<file path="src/rtl/irq_presenter_pkg.sv">
package irq_presenter_pkg;
  localparam int unsigned PRI_W  = 8;
  localparam int unsigned SRC_W  = 24;
  localparam int unsigned WORD_W = PRI_W + SRC_W;

  typedef logic [PRI_W-1:0] pri_t;
  typedef logic [SRC_W-1:0] src_t;

  localparam pri_t PRI_IDLE = '1;

  typedef enum logic [1:0] {
    OP_ACCEPT = 2'd0,
    OP_SETPRI = 2'd1,
    OP_SETIPI = 2'd2,
    OP_EOI    = 2'd3
  } ipres_op_e;

  typedef struct packed {
    pri_t cppr;
    pri_t mfrr;
    pri_t pend;
    src_t xisr;
    logic need_resend;
  } ipres_state_t;

  typedef struct packed {
    logic              acc_v;
    logic [WORD_W-1:0] acc_w;
    logic              rej_v;
    src_t              rej_s;
    logic              rsnd_v;
    logic              eoi_v;
    src_t              eoi_s;
    logic              dr_v;
    logic              dr_ok;
  } ipres_evt_t;

  // a delivery fits only under all three thresholds
  function automatic logic can_present(pri_t cppr, pri_t mfrr, pri_t pend, pri_t p);
    return (cppr > p) && (mfrr > p) && (pend > p);
  endfunction

  // the IPI takes over when it beats the processor and ties or beats the pending one
  function automatic logic ipi_wins(pri_t mfrr, pri_t cppr, pri_t pend);
    return (mfrr < cppr) && (mfrr <= pend);
  endfunction

  function automatic logic line_level(ipres_state_t st);
    return (st.xisr != '0) && (st.pend < st.cppr);
  endfunction

  function automatic logic [WORD_W-1:0] pack_accept(pri_t cppr, src_t xisr);
    return {cppr, xisr};
  endfunction
endpackage

</file>
<file path="src/rtl/ipres_deliver.sv">
module ipres_deliver
  import irq_presenter_pkg::*;
(
  input  ipres_state_t st,
  input  pri_t         pri,
  output logic         fit
);
  assign fit = can_present(st.cppr, st.mfrr, st.pend, pri);
endmodule

</file>
<file path="src/rtl/ipres_cmd.sv">
module ipres_cmd
  import irq_presenter_pkg::*;
#(
  parameter int unsigned IPI_SRC = 2
) (
  input  ipres_state_t      st,
  input  logic              cmd_valid,
  input  logic [1:0]        cmd_op,
  input  logic [WORD_W-1:0] cmd_data,
  input  logic              dlv_valid,
  input  src_t              dlv_src,
  input  pri_t              dlv_pri,
  input  logic              dlv_fit,
  output ipres_state_t      nx,
  output ipres_evt_t        ev
);
  localparam src_t IPI_ID = SRC_W'(IPI_SRC);

  ipres_op_e op;
  pri_t      low_pri;
  pri_t      top_pri;
  src_t      eoi_id;
  pri_t      down_to;
  logic      lower;
  src_t      disp;

  assign op      = ipres_op_e'(cmd_op);
  assign low_pri = cmd_data[PRI_W-1:0];
  assign top_pri = cmd_data[WORD_W-1 -: PRI_W];
  assign eoi_id  = cmd_data[SRC_W-1:0];

  always_comb begin
    nx      = st;
    ev      = '0;
    lower   = 1'b0;
    down_to = st.cppr;
    disp    = '0;
    if (cmd_valid) begin
      unique case (op)
        OP_ACCEPT: begin
          ev.acc_v = 1'b1;
          ev.acc_w = pack_accept(st.cppr, st.xisr);
          if (st.xisr != '0) begin
            nx.cppr = st.pend;
            nx.pend = PRI_IDLE;
            nx.xisr = '0;
          end
        end
        OP_SETPRI: begin
          if (low_pri > st.cppr) begin
            lower   = 1'b1;
            down_to = low_pri;
          end else if (low_pri < st.cppr) begin
            nx.cppr = low_pri;
            if (low_pri <= st.pend) begin
              disp    = st.xisr;
              nx.xisr = '0;
              nx.pend = PRI_IDLE;
            end
          end
        end
        OP_SETIPI: begin
          nx.mfrr = low_pri;
          if (ipi_wins(low_pri, st.cppr, st.pend)) begin
            disp    = st.xisr;
            nx.pend = low_pri;
            nx.xisr = IPI_ID;
          end
          if (low_pri > st.mfrr) begin
            ev.rsnd_v      = st.need_resend;
            nx.need_resend = 1'b0;
          end
        end
        OP_EOI: begin
          lower   = 1'b1;
          down_to = top_pri;
          if (eoi_id != IPI_ID) begin
            ev.eoi_v = 1'b1;
            ev.eoi_s = eoi_id;
          end
        end
        default: ;
      endcase
      if (lower) begin
        nx.cppr = down_to;
        if (ipi_wins(st.mfrr, down_to, st.pend)) begin
          nx.pend = st.mfrr;
          nx.xisr = IPI_ID;
        end
        ev.rsnd_v      = st.need_resend;
        nx.need_resend = 1'b0;
      end
      if (dlv_valid) begin
        ev.dr_v        = 1'b1;
        nx.need_resend = 1'b1;
      end
    end else if (dlv_valid) begin
      ev.dr_v = 1'b1;
      if (dlv_fit) begin
        ev.dr_ok = 1'b1;
        disp     = st.xisr;
        nx.xisr  = dlv_src;
        nx.pend  = dlv_pri;
      end else begin
        nx.need_resend = 1'b1;
      end
    end
    ev.rej_v = (disp != '0) && (disp != IPI_ID);
    ev.rej_s = ev.rej_v ? disp : '0;
  end
endmodule

</file>
<file path="src/rtl/ipres_pulse.sv">
module ipres_pulse
  import irq_presenter_pkg::*;
#(
  parameter int unsigned IPI_SRC = 2
) (
  input  logic       clk,
  input  logic       rst_n,
  input  ipres_evt_t ev,
  output ipres_evt_t ev_q
);
  localparam src_t IPI_ID = SRC_W'(IPI_SRC);

  always_ff @(posedge clk) begin
    if (!rst_n) ev_q <= '0;
    else        ev_q <= ev;
  end


  reject_ipi_chk: assert property (@(posedge clk) disable iff (!rst_n)
    ev_q.rej_v |-> (ev_q.rej_s != IPI_ID && ev_q.rej_s != '0));


  eoi_ipi_chk: assert property (@(posedge clk) disable iff (!rst_n)
    ev_q.eoi_v |-> (ev_q.eoi_s != IPI_ID));
endmodule

</file>
<file path="src/rtl/irq_presenter.sv">
module irq_presenter
  import irq_presenter_pkg::*;
#(
  parameter int unsigned IPI_SRC = 2
) (
  input  logic              clk,
  input  logic              rst_n,
  input  logic              cmd_valid,
  input  logic [1:0]        cmd_op,
  input  logic [WORD_W-1:0] cmd_data,
  input  logic              dlv_valid,
  input  logic [SRC_W-1:0]  dlv_src,
  input  logic [PRI_W-1:0]  dlv_pri,
  output logic              dlv_resp_valid,
  output logic              dlv_resp_ok,
  output logic              acc_valid,
  output logic [WORD_W-1:0] acc_word,
  output logic              rej_valid,
  output logic [SRC_W-1:0]  rej_src,
  output logic              rsnd_valid,
  output logic              eoi_valid,
  output logic [SRC_W-1:0]  eoi_src,
  output logic              irq_out
);
  localparam src_t IPI_ID = SRC_W'(IPI_SRC);

  ipres_state_t st_q;
  ipres_state_t st_d;
  ipres_evt_t   ev;
  ipres_evt_t   ev_q;
  logic         dlv_fit;

  // named internal events, for the checks below
  logic ev_deliver_ok;
  logic ev_deliver_nak;
  logic ev_resend;
  assign ev_deliver_ok  = ev.dr_v & ev.dr_ok;
  assign ev_deliver_nak = ev.dr_v & ~ev.dr_ok;
  assign ev_resend      = ev.rsnd_v;

  ipres_deliver u_deliver (
    .st  (st_q),
    .pri (dlv_pri),
    .fit (dlv_fit)
  );

  ipres_cmd #(.IPI_SRC(IPI_SRC)) u_cmd (
    .st        (st_q),
    .cmd_valid (cmd_valid),
    .cmd_op    (cmd_op),
    .cmd_data  (cmd_data),
    .dlv_valid (dlv_valid),
    .dlv_src   (dlv_src),
    .dlv_pri   (dlv_pri),
    .dlv_fit   (dlv_fit),
    .nx        (st_d),
    .ev        (ev)
  );

  ipres_pulse #(.IPI_SRC(IPI_SRC)) u_pulse (
    .clk   (clk),
    .rst_n (rst_n),
    .ev    (ev),
    .ev_q  (ev_q)
  );

  always_ff @(posedge clk) begin
    if (!rst_n) begin
      st_q.cppr        <= '0;
      st_q.mfrr        <= PRI_IDLE;
      st_q.pend        <= PRI_IDLE;
      st_q.xisr        <= '0;
      st_q.need_resend <= 1'b0;
    end else begin
      st_q <= st_d;
    end
  end

  assign irq_out        = line_level(st_q);
  assign dlv_resp_valid = ev_q.dr_v;
  assign dlv_resp_ok    = ev_q.dr_ok;
  assign acc_valid      = ev_q.acc_v;
  assign acc_word       = ev_q.acc_w;
  assign rej_valid      = ev_q.rej_v;
  assign rej_src        = ev_q.rej_s;
  assign rsnd_valid     = ev_q.rsnd_v;
  assign eoi_valid      = ev_q.eoi_v;
  assign eoi_src        = ev_q.eoi_s;


  ipi_shadow_chk: assert property (@(posedge clk) disable iff (!rst_n)
    (st_q.xisr != '0 && st_q.xisr != IPI_ID) |-> (st_q.pend < st_q.mfrr));


  refuse_chk: assert property (@(posedge clk) disable iff (!rst_n)
    (dlv_valid && !cmd_valid && dlv_pri >= st_q.cppr) |=> (dlv_resp_valid && !dlv_resp_ok));


  cmd_first_chk: assert property (@(posedge clk) disable iff (!rst_n)
    (cmd_valid && dlv_valid) |=> (dlv_resp_valid && !dlv_resp_ok && !ev_deliver_ok));


  accept_quiet_chk: assert property (@(posedge clk) disable iff (!rst_n)
    (cmd_valid && cmd_op == 2'd0) |=> !irq_out);


  equal_pri_chk: assert property (@(posedge clk) disable iff (!rst_n)
    (cmd_valid && cmd_op == 2'd1 && cmd_data[PRI_W-1:0] == st_q.cppr && !dlv_valid)
      |=> ($stable(st_q.xisr) && $stable(st_q.cppr)));


  resend_src_chk: assert property (@(posedge clk) disable iff (!rst_n)
    ev_resend |-> st_q.need_resend);


  nak_latch_chk: assert property (@(posedge clk) disable iff (!rst_n)
    ev_deliver_nak |=> st_q.need_resend);
endmodule

</file>
<file path="config.mk">
export PLATFORM = sky130hd
export DESIGN_NAME = irq_presenter
export DESIGN_NICKNAME = d
export VERILOG_FILES = /design/src/rtl/irq_presenter_pkg.sv /design/src/rtl/ipres_deliver.sv /design/src/rtl/ipres_cmd.sv /design/src/rtl/ipres_pulse.sv /design/src/rtl/irq_presenter.sv
export SDC_FILE = /design/constraint.sdc
export NUM_CORES = 1
export LEC_CHECK = 0
export ABC_AREA = 1
export BUFFER_PORTS_ARGS = -buffer_cell sky130_fd_sc_hd__buf_2
export CAP_MARGIN = 20
export CORE_MARGIN = 2
export CORE_UTILIZATION = 40
export DETAILED_ROUTE_END_ITERATION = 16
export REMOVE_ABC_BUFFERS = 1
export SYNTH_ARGS = -nofsm -noshare
export SYNTH_HDL_FRONTEND = slang
export SYNTH_SLANG_ARGS = --single-unit
</file>
<file path="constraint.sdc">
create_clock -name clk -period 3.47 [get_ports clk]
set_clock_uncertainty 0.15 [all_clocks]
set_input_delay 0.1735 -clock clk [delete_from_list [all_inputs] [get_ports clk]]
set_output_delay 0.1735 -clock clk [all_outputs]
set_load 0.05 [all_outputs]
</file>
==> impl_summary.log, run 1 <==
[metrics] Area growth, synth to finish: 34.04%
[metrics] crit path DAT: 3480 ps
[metrics] gate count of the mapped netlist: 1046
[metrics] Pwr per Cell Area: 446.2 nW/um2
[metrics] storage element area: 2706 um2
[metrics] fin. max-slew vios: 0
[metrics] sequential area share after synthesis: 35.32%
[metrics] synthesis-stage register bit count: 135
[metrics] post-synth cell types: 42
[metrics] library cell used as clock root buffer: clkbuf_16
[metrics] maximum level of the CTS H-tree: 4
[metrics] required time of the worst setup path: 3620 ps
[metrics] mean instance size in the synthesized netlist: 7.316 um2
[metrics] HPWL after detailed placement: 18500 um
[metrics] WL/cell: 16.78 um
[metrics] routed wire length: 25720 um
[metrics] Max Cap Violations: 0
[metrics] detail-routed via count per cell: 5.207
[metrics] number of warnings reported in the yosys synthesis log: 0
[metrics] number of antenna violations at the first check in global routing: 0
[metrics] Layout Utilization: 54.65%
[metrics] total of fill cells in the finished design: 1796
[metrics] quantity of I/O buffers inserted on ports: 156
[metrics] Total Power: 4.577 mW
[metrics] clock transition at the registers of the reported paths: 60 ps
[metrics] maximum buffer depth of the clock tree: 2
[metrics] total number of nets in the final design: 1432
[metrics] commonest cells after routing, fill and taps aside: buf_2 (156), inv_1 (152), nand2_1 (144)
[metrics] number of detailed-routing iterations run before antenna repair: 7
[metrics] detailed-route via count: 7983
[metrics] clock sink count: 135
[metrics] die span in y: 142.3 um
[metrics] relative slew slack: 34.11%
[metrics] die outline area: 20250 um2
[metrics] Final period util: 95.80%
[metrics] most used flip-flop cell after synthesis: dfxtp_1
[metrics] number of synthesized flops with an enable pin: 0
[metrics] total area of multi-input combinational cells: 4225 um2
[metrics] RD Place Congestion: 1.005
[metrics] CTS tree: built
[metrics] maximum number of pins on one net before global-route repair: 51
[metrics] highest fanout seen on the critical path: 6
[metrics] global-route wire length before repair: 39300 um
[metrics] Leakage Power: 5.038 nW
[metrics] Clock Latency Late Sink: 430 ps
[metrics] Die Width: 142.3 um
[metrics] type of the worst setup path: reg2reg
[metrics] antenna-violating nets left: 0
[metrics] GRT Total Usage: 25.12%
[metrics] Worst-Margin Slew: 985.6 ps
[metrics] Final Critical Period: 3324 ps
[metrics] placement row count: 50
[metrics] remaining global-route overflow: 0
[metrics] Initial DRC Count: 642
[metrics] leading cell type in the layout, fill and taps excluded: buf_2
[metrics] type of the worst min-delay path: in2reg
[metrics] Core Region: 18770 um2
[metrics] outcome: finished, final reports clean
[metrics] Critical Path Start Type: register
[metrics] share of synthesized flip-flops with an asynchronous set or reset: 0%
[metrics] fraction of layout cells with a size suffix above 1: 25.94%
[metrics] ports placed on the boundary: 157
[metrics] final-report hold violation count: 0
[metrics] Max Clk Rate: 300.8 MHz
[metrics] worst ir drop on vdd: 0.3296 mV
[metrics] detailed-route DRC error count: 0
[metrics] number of endpoints failing setup at the final stage: 0
[metrics] Worst setup EP type: register
[metrics] cell area after synthesis: 7652 um2
[metrics] vias in the first global route: 7346
[metrics] Inserted Clock Buffers: 17
[metrics] initial cell density of the core: 40.77%
[metrics] Antenna Cells: 0
-- final timing paths --
kind | from | to | slack (ps) | cells after the start
max | st_q[44] | st_q[20] | 150 | 22
min reg2reg | st_q[0] | u_pulse.ev_q[27] | 330 | 2
max reg2reg | st_q[44] | st_q[20] | 150 | 22
min | dlv_src[1] | st_q[2] | 20 | 5
-- layout make-up --
cell class / count / area share, %
clock buffer: 21 / 4.586
clock inverter: 9 / 1.147
inverter: 164 / 6.026
multi-input combinational: 702 / 41.19
sequential: 135 / 26.38
tap: 234 / 2.854
timing repair buffer: 268 / 17.81
-- metrics by stage --
| step | hold slack, ps | instance area [um2] | setup slack, ps | TNS [ps] | cells |
|---|---|---|---|---|---|
| after floorplan | 122.1 | 7431 | 91.77 | 0 | 1001 |
| after global placement | 251.6 | 8940 | 72.39 | 0 | 1445 |
| after detailed placement | 257.7 | 8940 | 8.477 | 0 | 1445 |
| after CTS | 6.938 | 9998 | 60.74 | 0 | 1522 |
| after global routing | 36.65 | 10260 | -66.68 | -696.4 | 1533 |
| final | 18.09 | 10260 | 145.6 | 0 | 1533 |
-- flip-flops by register name (all words and copies together), names as in the netlist --
name,cells
u_pulse.ev_q,86
st_q,49
-- repair_timing --
action,in CTS,in global routing
buffers inserted,0,9
cloned,0,3
hold endpoints to repair,47,0
endpoints found under the setup margin,1,32
gates resized for setup,0,34
pin swaps,1,12
hold buffers,47,0
-- critical path, stage by stage (launching register included) --
cell and delay (ps):
dfxtp_2 350, inv_1 60, ha_1 280, a21oi_1 160, nand2_1 70, nand2_1 70, nand2_2 60, nand2_2 80
inv_2 60, nor2_4 150, inv_2 60, o221ai_2 140, o21ai_2 80, ha_1 330, a21oi_2 150, o21ai_2 90
nor3_4 250, buf_6 140, a21boi_4 50, buf_12 140, clkbuf_16 150, nand3_1 70, a21oi_1 60
-- cells in the mapped netlist, types with 6 or more instances --
master	instances	area, um2
inv_1	155	581.8
nand2_1	145	544.3
dfxtp_1	135	2703
o21ai_0	99	495.5
nor2_1	94	352.8
nand3_1	90	450.4
ha_1	74	925.9
a21oi_1	70	350.3
clkbuf_1	28	105.1
nor2_2	20	125.1
nand4_1	18	112.6
o211ai_1	16	120.1
a21oi_2	9	78.83
o21ai_1	9	45.04
o221ai_1	8	70.07
o31ai_1	8	60.06
buf_2	7	35.03
nor4_1	7	43.79
inv_2	6	22.52
nand2_2	6	37.54
nand3_2	6	60.06
-- logic make-up (layout without fill, tap and decap cells) --
kind of cell    Yosys count  in the layout  share of synthesized area, %
buf+inv                 209            462                         10.97
simple gates            399            399                         24.38
compound gates          229            229                         17.23
flops                   135            135                         35.32
fa+ha+maj                74             74                         12.10
-- report_power, final --
group | leakage [nW] | switching [mW] | total (mW) | internal, mW
Clock | 0.290 | 0.701 | 1.82 | 1.12
Sequential | 1.10 | 0.0528 | 1.66 | 1.61
Combinational | 3.65 | 0.679 | 1.10 | 0.423
-- per-layer routing --
metal / up-vias / part of all wire (%) / global-route usage (%)
li1: 3946 / - / -
met1: 3685 / 43 / 32.88
met2: 314 / 48 / 41.72
met3: 38 / 6.6 / 4.610
met4: 0 / 2.4 / 8.650
met5: - / 0 / 0
Power figures use the tool's default switching activity.
==> run 2, diff against run 1 <==
Settings changed: GPL_TIMING_DRIVEN set to 0.
==> impl_summary.log, run 2 (synthesized netlist as in run 1, its figures left out) <==
[metrics] Total Power: 4.726 mW
[metrics] worst hold slack: 30.25 ps
[metrics] maximum number of pins on one net before global-route repair: 52
[metrics] RSZ-0062 raised after global routing: yes
[metrics] Die Width: 142.3 um
[metrics] number of endpoints failing setup at the final stage: 0
[metrics] fraction of layout cells with a size suffix above 1: 25.47%
[metrics] Initial DRC Count: 515
[metrics] Worst setup EP type: register
[metrics] fin. max-slew vios: 0
[metrics] Leakage Power: 4.930 nW
[metrics] clock sink count: 135
[metrics] largest registers: u_pulse.ev_q: 86 flops, st_q: 49 flops
[metrics] highest fanout seen on the critical path: 7
[metrics] detailed-route via count: 7721
[metrics] relative slew slack: 28.31%
[metrics] RD Place Congestion: 0.8612
[metrics] crit path DAT: 3550 ps
[metrics] critical path, cell by cell: dlygate4sd3_1 -> buf_4 -> ha_4 -> nand2_1 -> inv_2 -> nand2_1 -> nand2_1 -> nand2_1 -> nand2_2 -> nand2_4 -> buf_4 -> buf_4 -> o221ai_2 -> inv_1 -> ha_4 -> nand2_2 -> o21ai_4 -> nor3_4 -> buf_12 -> a21boi_4 -> buf_6 -> nand3_1 -> a21oi_1
[metrics] Worst-Margin Slew: 1075 ps
[metrics] die outline area: 20250 um2
[metrics] CTS tree: built
[metrics] CP max stage delay: 540 ps
[metrics] GRT Total Usage: 24.18%
[metrics] most frequent cell on the critical path: nand2_1
[metrics] Area growth, synth to finish: 34.65%
[metrics] commonest cells after routing, fill and taps aside: buf_2 (152), inv_1 (146), nand2_1 (138)
[metrics] number of antenna violations at the first check in global routing: 1
[metrics] total of fill cells in the finished design: 1845
[metrics] Core Region: 18770 um2
[metrics] Slowest-stage cell, CP: dlygate4sd3_1
[metrics] maximum level of the CTS H-tree: 4
[metrics] Most flops, register: u_pulse.ev_q
[metrics] antenna-violating nets left: 0
[metrics] Clock Latency Late Sink: 420 ps
[metrics] setup slack after placement: -745.6 ps
[metrics] Final period util: 96.61%
[metrics] min setup slack post-route: 117.6 ps
[metrics] HPWL after detailed placement: 16960 um
[metrics] detailed-route DRC error count: 0
[metrics] Max Cap Violations: 0
[metrics] vias in the first global route: 7177
[metrics] Critical Path Start Type: input port
[metrics] leading cell type in the layout, fill and taps excluded: buf_2
[metrics] maximum buffer depth of the clock tree: 2
[metrics] Pwr per Cell Area: 458.7 nW/um2
[metrics] final-report hold violation count: 0
[metrics] ports placed on the boundary: 157
[metrics] global-route wire length before repair: 38060 um
[metrics] initial cell density of the core: 40.77%
[metrics] flip-flop count of the largest register after layout: 86
[metrics] placement row count: 50
[metrics] die span in y: 142.3 um
[metrics] outcome: finished, final reports clean
[metrics] type of the worst setup path: in2reg
[metrics] Final Critical Period: 3352 ps
[metrics] Max Clk Rate: 298.3 MHz
[metrics] required time of the worst setup path: 3670 ps
[metrics] WL/cell: 16.41 um
[metrics] remaining global-route overflow: 0
[metrics] number of detailed-routing iterations run before antenna repair: 5
[metrics] clock transition at the registers of the reported paths: 70 ps
[metrics] library cell used as clock root buffer: clkbuf_16
[metrics] quantity of I/O buffers inserted on ports: 156
[metrics] detail-routed via count per cell: 5.123
[metrics] total number of nets in the final design: 1403
[metrics] routed wire length: 24730 um
[metrics] type of the worst min-delay path: in2reg
[metrics] Inserted Clock Buffers: 17
[metrics] worst ir drop on vdd: 0.3475 mV
[run 2: worst paths after layout]
path	startpoint	to	slack, ps	depth (start not counted)
min reg2reg	st_q[0]	u_pulse.ev_q[27]	310	2
min	cmd_data[30]	st_q[47]	30	5
max	cmd_data[3]	st_q[22]	120	23
max reg2reg	st_q[48]	st_q[22]	150	20
[run 2: per-stage QoR]
stage          std cells  instance area (um2)  setup TNS, ps  utilization, %
2_1_floorplan       1001                 7431              0               -
3_3_place_gp        1391                 8504         -69070           45.31
3_5_place_dp        1396                 8602         -28460           45.83
4_1_cts             1493                 9930              0           52.91
5_1_grt             1507                10300         -192.2           54.90
6_report            1507                10300              0           54.90
[run 2: what timing repair did]
action | in CTS | in global routing
pin swaps | 6 | 24
hold buffers | 55 | 0
endpoints found under the setup margin | 32 | 56
cloned | 1 | 1
gates resized for setup | 19 | 64
buffers inserted | 9 | 12
endpoints found under the hold margin | 57 | 0
[run 2: area by class of cell]
type                       instances  area [um2]  area share (%)
antenna                            1       2.502         0.02429
clock buffer                      17       425.4           4.129
clock inverter                    15       216.5           2.101
inverter                         164       628.1           6.096
multi-input combinational        704        4392           42.62
sequential                       135        2716           26.36
tap                              234       292.8           2.842
timing repair buffer             237        1630           15.82
[run 2: routing by layer]
layer | part of all wire, % | track usage (%)
met1 | 45 | 32.34
met2 | 48 | 39.84
met3 | 5.8 | 3.836
met4 | 1.6 | 8.286
met5 | 0 | 0
[run 2: power by group]
| group | switching [mW] | internal (mW) | total, mW |
|---|---|---|---|
| combinational | 0.669 | 0.400 | 1.07 |
| sequential | 0.0643 | 1.61 | 1.67 |
| clock | 0.765 | 1.22 | 1.99 |
[run 2: worst max-delay path, delay by kind of cell]
| family | cells | cell delay, ps |
|---|---|---|
| compound gates | 4 | 720 |
| fa+ha+maj | 2 | 560 |
| buf+inv | 8 | 1470 |
| simple gates | 9 | 620 |
==> run 3, diff against run 2 <==
Settings changed: CORE_UTILIZATION 40 to 38, CTS_BUF_LIST set to sky130_fd_sc_hd__clkbuf_16.
Clock period 3.47 ns to 4.1 ns, I/O delays scaled along.
==> impl_summary.log, run 3 (synthesized netlist as in run 1, its figures left out) <==
[metrics] switching power total: 1.258 mW
[metrics] ports placed on the boundary: 157
[metrics] CP max stage delay: 530 ps
[metrics] Hold Path Stages: 3
[metrics] Layout Utilization: 50.14%
[metrics] Hold Path End: u_pulse.ev_q[6]
[metrics] commonest cells after routing, fill and taps aside: buf_2 (156), inv_1 (154), nand2_1 (145)
[metrics] reg2reg path depth: 21
[metrics] Clock Latency Late Sink: 430 ps
[metrics] Max Clk Rate: 261.8 MHz
[metrics] RSZ-0062 raised after global routing: no
[metrics] internal power component: 2.509 mW
[metrics] Placement Cell Area: 8642 um2
[metrics] detailed-route via count: 7564
[metrics] type of the worst setup path: in2reg
[metrics] RD Place Congestion: 0.9008
[metrics] fraction of layout cells with a size suffix above 1: 21.33%
[metrics] fraction of power consumed by sequential logic: 37.4%
[metrics] internal reg-to-reg setup slack: 310 ps
[metrics] type of the worst min-delay path: in2reg
[metrics] number of antenna violations at the first check in global routing: 0
[metrics] crit path DAT: 4020 ps
[metrics] Most flops, register: u_pulse.ev_q
[metrics] relative slew slack: 30.09%
[metrics] remaining global-route overflow: 0
[metrics] flip-flop count of the largest register after layout: 86
[metrics] clock sink count: 135
[metrics] die span in y: 145.9 um
[metrics] Leakage Power: 4.767 nW
[metrics] routed wire length: 24220 um
[metrics] Worst setup EP type: register
[metrics] largest registers: u_pulse.ev_q: 86 flops, st_q: 49 flops
[metrics] GRT Total Usage: 22.77%
[metrics] HPWL after detailed placement: 16710 um
[metrics] maximum level of the CTS H-tree: 4
[metrics] Final Critical Period: 3820 ps
[metrics] placement row count: 51
[metrics] initial cell density of the core: 39.06%
[metrics] quantity of I/O buffers inserted on ports: 156
[metrics] most frequent cell on the critical path: nand2_1
[metrics] fin. max-slew vios: 0
[metrics] global-route wire length before repair: 38590 um
[metrics] setup slack after placement: -313.7 ps
[metrics] switching share of power: 33.39%
[metrics] Slowest-stage cell, CP: dlygate4sd3_1
[metrics] Area growth, synth to finish: 28.37%
[metrics] Max Cap Violations: 0
[metrics] Core Region: 19590 um2
[metrics] total number of nets in the final design: 1378
[metrics] Crit Reg-Reg Startpoint: st_q[48]
[metrics] library cell used as clock root buffer: clkbuf_16
[metrics] Total Power: 3.767 mW
[metrics] Die Width: 145.9 um
[metrics] outcome: finished, final reports clean
[metrics] clock power share: 40.9%
[metrics] Pwr per Cell Area: 383.4 nW/um2
[metrics] Antenna Cells: 0
[metrics] Final period util: 93.16%
[metrics] number of endpoints failing setup at the final stage: 0
[metrics] vias in the first global route: 7082
[metrics] combined buffer and inverter count along the critical path: 5
[metrics] number of detailed-routing iterations run before antenna repair: 5
[metrics] min setup slack post-route: 280.4 ps
[metrics] Inserted Clock Buffers: 17
[metrics] Combinational Power Share: 21.7%
[metrics] detailed-route DRC error count: 0
[metrics] worst ir drop on vdd: 0.2832 mV
[metrics] leading cell type in the layout, fill and taps excluded: buf_2
[metrics] detail-routed via count per cell: 5.003
[metrics] cell area after layout: 9823 um2
[metrics] worst hold slack: 12.50 ps
[metrics] die outline area: 21290 um2
[metrics] clock transition at the registers of the reported paths: 60 ps
[metrics] Initial DRC Count: 544
[metrics] capture point of the worst reg-to-reg path: st_q[20]
[metrics] Hold Path Origin: cmd_data[4]
[metrics] non-filler instance count after layout: 1512
[metrics] WL/cell: 16.02 um
[metrics] Critical Path Start Type: input port
[metrics] CTS tree: built
[metrics] maximum buffer depth of the clock tree: 2
[metrics] critical path, cell by cell: dlygate4sd3_1 -> buf_2 -> ha_1 -> nand2_1 -> nor2_2 -> nand4_1 -> nand2_4 -> inv_1 -> nor2_1 -> inv_1 -> o221ai_1 -> o21ai_0 -> ha_1 -> nand2_1 -> nand2_1 -> nand2_1 -> nand2_1 -> nand2_2 -> a21boi_4 -> buf_4 -> nand3_1 -> a21oi_1
[metrics] required time of the worst setup path: 4300 ps
[metrics] cell class contributing the biggest share of worst-path delay: simple AND/OR/NAND/NOR gates
[metrics] total placed cells including tap cells: 1426
[metrics] final-report hold violation count: 0
[metrics] maximum number of pins on one net before global-route repair: 52
[metrics] highest fanout seen on the critical path: 11
[metrics] final-layout setup total negative slack: 0 ps
[metrics] antenna-violating nets left: 0
[metrics] Worst-Margin Slew: 1049 ps
==> run 3: cell types whose count changed in the layout (fill, tap and decap cells not counted), moves of 7 or more <==
cell and change:
inv_1 +8, dfxtp_1 +7, buf_4 -13, nand2_1 +7, ha_1 +7, dlygate4sd3_1 -8
ha_4 -7
==> run 3: worst max path at each step <==
stage / start / slack, ps / to / cells past startpoint
floorplan: cmd_op[1] / 690 / u_pulse.ev_q[29] / 12
global placement: cmd_valid / -1110 / u_pulse.ev_q[32] / 11
detailed placement: cmd_op[1] / -310 / st_q[15] / 15
CTS: cmd_data[7] / 40 / st_q[9] / 20
global route: cmd_data[7] / 20 / st_q[28] / 22
finish: cmd_data[7] / 280 / st_q[20] / 22
==> run 3: per-layer routing <==
metal / share of wire, % / wire length (um) / global-route usage (%)
met2: 46 / 11100 / 36.06
met1: 46 / 11150 / 31.31
met4: 2.2 / 528 / 7.500
met5: 0 / 0 / 0
met3: 6.0 / 1444 / 4.169
==> run 3: layout make-up <==
cell class	instances	area (um2)
Timing Repair Buffer	213	1435
Clock buffer	17	425.4
Tap cell	265	331.6
Multi-Input combinational cell	703	4150
Inverter	164	618.1
Fill cell	2016	9767
Sequential cell	135	2703
Clock inverter	15	160.2
==> run 3: power groups by stage <==
| stage | Combinational [mW] | Clock, mW | Sequential, mW |
|---|---|---|---|
| floorplan | 0.463 | 0 | 1.45 |
| global route | 0.913 | 1.64 | 1.42 |
| global placement | 0.713 | 0 | 1.44 |
| detailed placement | 0.732 | 0 | 1.44 |
| CTS | 0.782 | 1.56 | 1.41 |
| finish | 0.816 | 1.54 | 1.41 |
==> run 3: tightest hold or removal path, delay by kind of cell <==
family / cells / cell delay [ps]
and+or+nand+nor: 1 / 50
buffers and inverters: 2 / 280
==> run 3: timing repair <==
item | 4_1_cts | 5_1_grt
hold buffers | 47 | 0
pin swaps | 2 | 3
resized for setup | 1 | 7
setup endpoints to repair | 24 | 32
gates cloned | 1 | 0
hold endpoints to repair | 47 | 0
buffers inserted | 2 | 3
